$ cat src/rtl/brseq_pkg.sv
package brseq_pkg;

  localparam int CLS_W = 4;

  typedef enum logic [CLS_W-1:0] {
    C_ORD  = 4'd0,
    C_MUL  = 4'd1,
    C_PAGE = 4'd2,
    C_LDH  = 4'd3,
    C_LDL  = 4'd4,
    C_SKIP = 4'd5,
    C_JMP  = 4'd6,
    C_CALL = 4'd7,
    C_RET  = 4'd8,
    C_RETI = 4'd9,
    C_IRD  = 4'd10,
    C_IWR  = 4'd11
  } ins_cls_e;

  function automatic logic is_prefix(input ins_cls_e c);
    return (c == C_PAGE) || (c == C_LDH) || (c == C_LDL);
  endfunction

  function automatic logic is_flow(input ins_cls_e c);
    return (c == C_JMP) || (c == C_CALL) || (c == C_RET) || (c == C_RETI);
  endfunction

  function automatic logic is_xfer(input ins_cls_e c);
    return (c == C_IRD) || (c == C_IWR);
  endfunction

endpackage

$ cat src/rtl/brseq_hold.sv
module brseq_hold #(
  parameter int REFILL_CYC = 2,
  parameter int XFER_CYC   = 4,
  parameter int RF_W       = $clog2(REFILL_CYC + 1)
) (
  input  logic            clk,
  input  logic            rst,
  input  logic            start_refill,
  input  logic            start_xfer,
  output logic            hold,
  output logic [RF_W-1:0] refill_left
);

  localparam int XF_W = (XFER_CYC > 2) ? $clog2(XFER_CYC) : 1;

  logic [RF_W-1:0] rf_cnt;
  logic [XF_W-1:0] xf_cnt;

  always_ff @(posedge clk) begin
    if (rst) begin
      rf_cnt <= '0;
      xf_cnt <= '0;
    end else begin
      if (start_refill)
        rf_cnt <= RF_W'(REFILL_CYC);
      else if (rf_cnt != '0)
        rf_cnt <= rf_cnt - 1'b1;

      if (start_xfer)
        xf_cnt <= XF_W'(XFER_CYC - 1);
      else if (xf_cnt != '0)
        xf_cnt <= xf_cnt - 1'b1;
    end
  end

  assign hold        = (rf_cnt != '0) || (xf_cnt != '0);
  assign refill_left = rf_cnt;

endmodule

$ cat src/rtl/brseq_skip.sv
module brseq_skip
  import brseq_pkg::*;
(
  input  logic     clk,
  input  logic     rst,
  input  logic     take_irq,
  input  logic     take_ins,
  input  ins_cls_e cls,
  input  logic     hit,
  output logic     skipping,
  output logic     chained
);

  logic saved_skip;
  logic saved_chain;

  always_ff @(posedge clk) begin
    if (rst) begin
      skipping    <= 1'b0;
      chained     <= 1'b0;
      saved_skip  <= 1'b0;
      saved_chain <= 1'b0;
    end else if (take_irq) begin
      // park the unfinished skip for the return path
      saved_skip  <= skipping;
      saved_chain <= chained;
      skipping    <= 1'b0;
      chained     <= 1'b0;
    end else if (take_ins) begin
      if (skipping) begin
        // a discarded prefix stretches the skip over the next slot too
        skipping <= is_prefix(cls);
        chained  <= is_prefix(cls);
      end else if (cls == C_SKIP) begin
        skipping <= hit;
        chained  <= 1'b0;
      end else if (cls == C_RETI) begin
        skipping    <= saved_skip;
        chained     <= saved_chain;
        saved_skip  <= 1'b0;
        saved_chain <= 1'b0;
      end
    end
  end

endmodule

$ cat src/rtl/brseq_ctrl.sv
module brseq_ctrl
  import brseq_pkg::*;
#(
  parameter int REFILL_CYC = 2,
  parameter int XFER_CYC   = 4,
  parameter int RF_W       = $clog2(REFILL_CYC + 1)
) (
  input  logic            clk,
  input  logic            rst,
  input  logic            slot_vld,
  input  logic [CLS_W-1:0] slot_cls,
  input  logic            skip_hit,
  input  logic            irq_req,
  output logic            hold,
  output logic            squash,
  output logic            ext_skip,
  output logic [RF_W-1:0] refill_left,
  output logic            irq_take
);

  ins_cls_e cls;
  logic     take_irq, take_ins, exec;
  logic     skipping, chained;

  assign cls      = ins_cls_e'(slot_cls);
  assign take_irq = !hold && irq_req;
  assign take_ins = !hold && !irq_req && slot_vld;
  assign exec     = take_ins && !skipping;

  brseq_hold #(
    .REFILL_CYC(REFILL_CYC),
    .XFER_CYC  (XFER_CYC),
    .RF_W      (RF_W)
  ) u_hold (
    .clk         (clk),
    .rst         (rst),
    .start_refill(take_irq || (exec && is_flow(cls))),
    .start_xfer  (exec && is_xfer(cls)),
    .hold        (hold),
    .refill_left (refill_left)
  );

  brseq_skip u_skip (
    .clk     (clk),
    .rst     (rst),
    .take_irq(take_irq),
    .take_ins(take_ins),
    .cls     (cls),
    .hit     (skip_hit),
    .skipping(skipping),
    .chained (chained)
  );

  always_ff @(posedge clk) begin
    if (rst) irq_take <= 1'b0;
    else     irq_take <= take_irq;
  end

  assign squash   = skipping;
  assign ext_skip = skipping && chained;

endmodule

$ cat config.mk
export PLATFORM = sky130hd
export DESIGN_NAME = brseq_ctrl
export DESIGN_NICKNAME = d
export VERILOG_FILES = /design/src/rtl/brseq_pkg.sv /design/src/rtl/brseq_hold.sv /design/src/rtl/brseq_skip.sv /design/src/rtl/brseq_ctrl.sv
export SDC_FILE = /design/constraint.sdc
export NUM_CORES = 1
export LEC_CHECK = 0
export ABC_AREA = 1
export ABC_CLOCK_PERIOD_IN_PS = 1200
export BUFFER_PORTS_ARGS = -buffer_cell sky130_fd_sc_hd__buf_2
export CAP_MARGIN = 10
export CORE_AREA = 2 2 39 41
export CTS_CLUSTER_DIAMETER = 30
export DETAILED_ROUTE_END_ITERATION = 12
export DIE_AREA = 0 0 41 43
export PLACE_DENSITY_LB_ADDON = 0.1
export SLEW_MARGIN = 30
export SYNTH_ARGS = -nofsm -noshare
export SYNTH_HDL_FRONTEND = slang
export SYNTH_SLANG_ARGS = --single-unit
$ cat constraint.sdc
create_clock -name clk -period 1.2 [get_ports clk]
set_input_delay 0.12 -clock clk [delete_from_list [all_inputs] [get_ports clk]]
set_output_delay 0.12 -clock clk [all_outputs]
set_load 0.02 [all_outputs]
Word level (Yosys, flattened, before mapping)
Index checks and enable logic that the tools add are counted.
{ "totals": {"input_bits": 9, "wordCells": 67, "regBits": 9, "output_inout_bits": 6} }
{ "classes": {"eq_ne": 12, "n_reduce_logical": 29, "muxes": 16, "n_addsub": 2} }
{ "op_table": {"columns": ["operator", "n"], "rows": [
  ["4-bit by 3-bit equality test with 1-bit output (second input constant)", 4],
  ["4-bit equality test (second input constant)", 4],
  ["1-bit two-way mux", 12],
  ["2-bit nonzero test", 6],
  ["4-bit by 2-bit equality test with 1-bit output (second input constant)", 2],
  ["1-bit logical OR", 8],
  ["2-bit two-way mux", 4],
  ["1-bit logical AND", 7],
  ["2-bit inequality test (second input constant)", 2],
  ["4-bit AND reduction", 1],
  ["2-bit OR reduction", 2],
  ["2-bit by 1-bit subtractor with 2-bit output (second input constant)", 2],
  ["1-bit logical NOT", 3],
  ["3-bit nonzero test", 1],
  ["2-bit AND reduction", 1]
]} }

Longest topological paths before layout
{ "depth": {"word_depth": 9, "mapped_depth": 9, "ltp_nobuf": 9} }

Cells and area by module
A second synthesis with hierarchy kept.
{ "unflattened": {"hier_cells": 92, "area_unflattened_um2": 561.8} }
{ "by_module_without_submodules": {"columns": ["module", "instances", "cells_per_inst", "area_per_inst_um2", "seq_area_each_um2"], "rows": [
  ["brseq_skip", 1, 44, 265.3, 80.1],
  ["brseq_hold", 1, 27, 186.4, 80.1],
  ["brseq_ctrl", 1, 21, 110.1, 20.0]
]} }

Worst setup path before layout
No wires, ideal clock.
{ "synth_timing": {"path_kind": "reg2reg", "from": "register u_hold.xf_cnt[0]", "to": "register u_skip.saved_chain", "setup_time_ps": 113, "t_arrival_ps": 1020, "required_ps": 1087, "stages_incl_launch_ff": 8, "n_path_buf": 0, "period_less_slack_ps": 1133, "slack_ps": 67, "cell_sequence": "dfxtp_1 inv_1 ha_1 nand3_2 nor2_4 nand2_1 nand3_1 nand2_1"} }
{ "synth_via": {"elab_chain_cells": 7, "word_cells_on_any_way": 12, "classes_between": "eq/ne (2); mux (1); reduce/logical (9)"} }
{ "synth_lines": {"columns": ["element", "line_no", "rtl"], "rows": [
  ["from (decl)", "brseq_hold.sv:17", "logic [XF_W-1:0] xf_cnt;"],
  ["from (signal assigned)", "brseq_hold.sv:30", "xf_cnt <= XF_W'(XFER_CYC - 1);"],
  ["from (signal assigned)", "brseq_hold.sv:32", "xf_cnt <= xf_cnt - 1'b1;"],
  ["2-bit nonzero test (*)", "brseq_hold.sv:36", "assign hold = (rf_cnt != '0) || (xf_cnt != '0);"],
  ["1-bit logical OR (*)", "brseq_hold.sv:36", null],
  ["1-bit logical NOT (*)", "brseq_ctrl.sv:26, brseq_ctrl.sv:27", null],
  ["1-bit logical AND (2 in series)", "brseq_ctrl.sv:27", "assign take_ins = !hold && !irq_req && slot_vld;"],
  ["2-bit nonzero test (no source line)", null, null],
  ["4-bit AND reduction (no source line)", null, null],
  ["to (signal assigned)", "brseq_skip.sv:26", "saved_chain <= chained;"],
  ["to (decl)", "brseq_skip.sv:15", "logic saved_chain;"]
]} }
Mark *: on every way between the ends. The rest lies on a longest branch, timed or not.
A chain may end at the register's enable or synchronous reset.

Worst setup path after layout
{ "layout_timing": {"from": "register u_hold.xf_cnt[1]", "to": "output port hold"} }
{ "layout_via": {"elab_chain_cells": 2} }
{ "layout_lines": {"columns": ["element", "line_no", "rtl"], "rows": [
  ["2-bit nonzero test", "brseq_hold.sv:36", null],
  ["1-bit logical OR", "brseq_hold.sv:36", null],
  ["to (decl)", "brseq_ctrl.sv:14", "output logic hold,"]
]} }
Every way passes these cells.

==> qor.txt <==
Fin util = 50.7%
Cells after Synth = 77
Total power = 1320 uW
Vias in the first global route = 473
Hold Worst Slack = 0.0745 ns
Met3 WL = 43 um
Via Count = 523
Sw Pwr = 485 uW
Initial Utilization = 35.9%
Area of the mapped netlist = 497 um^2
Final slew viol count = 0
Mean Syn Cell Area = 6.45 um^2
Remaining antenna violation count = 0
Yosys reg bits = 9
Chip width = 41 um
Largest net degree at the start of global routing = 8
Wire per inst = 9.30 um
Die Area = 0.00176 mm^2
Clock transition at path regs = 0.06 ns
Sw Share = 36.7%
I/O pin total = 15
Max H-tree Level = 1
Int Power = 839 uW
Syn_nets = 87
VDD IR max = 790 uV
Max cap viols = 0
Actual slew at the worst max-slew pin = 0.222 ns
Vias/cell = 4.55
Drt total wl = 1.07 mm
Min cycle time layout = 1.18 ns
Crit Path Max Fanout = 2
Final setup violation count = 0
Cts bufs inserted = 3
Pre-CTS WS = 0.0363 ns
Hold_buf cts = 0
Met2 wire len = 540 um
Startpoint Class = flip-flop
Fmax = 846 MHz
Critical path arrival = 1.06 ns
Critical Path End Type = output port
Leak = 0.000380 uW
1st-iter DRT viols = 2
First-pass GRT wire length = 1.78 mm
Layout cells sized above 1 = 39.4%
I/O Buffers = 14
Status = complete, no violations
Max clock buf depth = 2
Max layer used = met4
Fin worst setup slack = 0.0186 ns
Pre-Repair DR Iteration Count = 4
Seq/Total Area, Yosys = 36.3%
Final Hold Viols = 0
P&R area growth vs syn = 41.3%
Clk sinks = 9
DRC errors left = 0
Worst Skew = 0.000581 ns
Worst Hold Class = in2reg
Antenna cells = 0
Clock Latency Late Sink = 0.25 ns
RSZ-0062 raised after global routing = yes
Fin area = 702 um^2
PD cells = 1890 mW/mm^2
Period utilization = 98.5%
Slew headroom = 85.2%
Core area = 0.00138 mm^2
Row count = 14
WL met1 = 477 um
Comb pwr share = 53.4%
DIE HEIGHT = 43 um
TritonCTS clock tree = yes
Initial antenna violation count = 0
Yosys warnings = 0
Synth unique cells = 14
Sequential share of power = 29.3%
Final HPWL from detailed placement = 793 um
GP Congestion = 0.722
Placed Instance Area = 594 um^2
Req. time, crit path = 1.08 ns
CTS root buf = clkbuf_4
Clk pwr share = 17.2%
Grt ovf = 0
Critical path type = reg2out
Nets = 110
Gr usage total = 14.6%
-- power groups by stage --
| stage | logic [uW] | clock network [uW] | registers [uW] |
|---|---|---|---|
| 5_1_grt | 784 | 259 | 396 |
| 3_3_place_gp | 436 | 0 | 385 |
| 3_5_place_dp | 435 | 0 | 386 |
| 2_1_floorplan | 282 | 0 | 406 |
| 4_1_cts | 672 | 237 | 385 |
| 6_report | 708 | 228 | 388 |
-- critical path, stage by stage, from the launching register on --
cell     delay, ns
dfxtp_2       0.33
inv_2         0.04
ha_4          0.16
buf_6         0.11
nand2_2       0.06
buf_6         0.11
-- through the flow --
stage               setup TNS (ns)  instances
global route                -0.460        115
CTS                              0        115
detailed placement               0        108
floorplan                        0         77
global placement                 0        108
finish                           0        115
-- layout make-up --
type,count,area [um^2]
Fill cell,164,682
Multi-Input combinational cell,55,309
Sequential cell,9,184
Timing Repair Buffer,18,114
Inverter,13,48.8
Clock buffer,4,26.3
Tap cell,16,20.0
-- flip-flops by register name, indices dropped and copies added (netlist names) --
signal and cells:
irq_take 1, u_hold.refill_left 2, u_hold.xf_cnt 2, u_skip.chained 1, u_skip.saved_chain 1, u_skip.saved_skip 1
u_skip.skipping 1
-- path summary, 6_finish.rpt --
| check | from | to | slack (ns) | cells past startpoint |
|---|---|---|---|---|
| worst max-delay path | u_hold.xf_cnt[1] | hold | 0.02 | 5 |
| worst min-delay path | rst | u_hold.xf_cnt[1] | 0.07 | 2 |
| worst max register to register | u_hold.xf_cnt[0] | u_hold.xf_cnt[0] | 0.02 | 7 |
| worst min register to register | u_hold.refill_left[0] | u_hold.refill_left[0] | 0.46 | 1 |
-- Yosys cell counts --
cell	number	area (um^2)
ha_1	1	12.5
a21oi_1	5	25.0
nand2_1	23	86.3
nor2_2	2	12.5
xor2_1	1	8.76
nand3_2	2	20.0
dfxtp_1	9	180
inv_1	13	48.8
nand3_1	8	40.0
nor2_4	1	11.3
o21ai_0	1	5.00
nor2_1	8	30.0
o21ai_1	2	10.0
and3_1	1	6.26
-- routing by layer --
| metal | vias to the layer above | track usage [%] |
|---|---|---|
| li1 | 284 | - |
| met1 | 229 | 17.9 |
| met2 | 8 | 22.5 |
| met3 | 2 | 4.71 |
| met4 | 0 | 6.00 |
| met5 | - | 0 |
-- repair_timing --
item	CTS	global route
setup endpoints to repair	1	9
setup buffers	3	0
cloned	0	0
resized for setup	13	6
pin swaps	2	5
-- layout by cell type, fill, tap and decap left out, types with 3 or more instances in the layout --
cell type  instances
nand2_1           21
buf_2             13
inv_1             10
nor2_1             8
nand3_1            7
dfxtp_1            6
inv_2              3
a21oi_1            3
clkbuf_4           3
buf_6              3
dfxtp_2            3
-- kinds of logic (layout without fill, tap and decap cells) --
family | count (synthesis) | after routing | share of synthesized area [%]
flops | 9 | 9 | 36.3
buf+inv | 13 | 35 | 9.82
fa+ha+maj | 1 | 1 | 2.52
compound gates | 8 | 8 | 8.06
simple gates | 45 | 45 | 41.6
xor+xnor | 1 | 1 | 1.76
No activity file was read; power rests on OpenSTA's default activity.
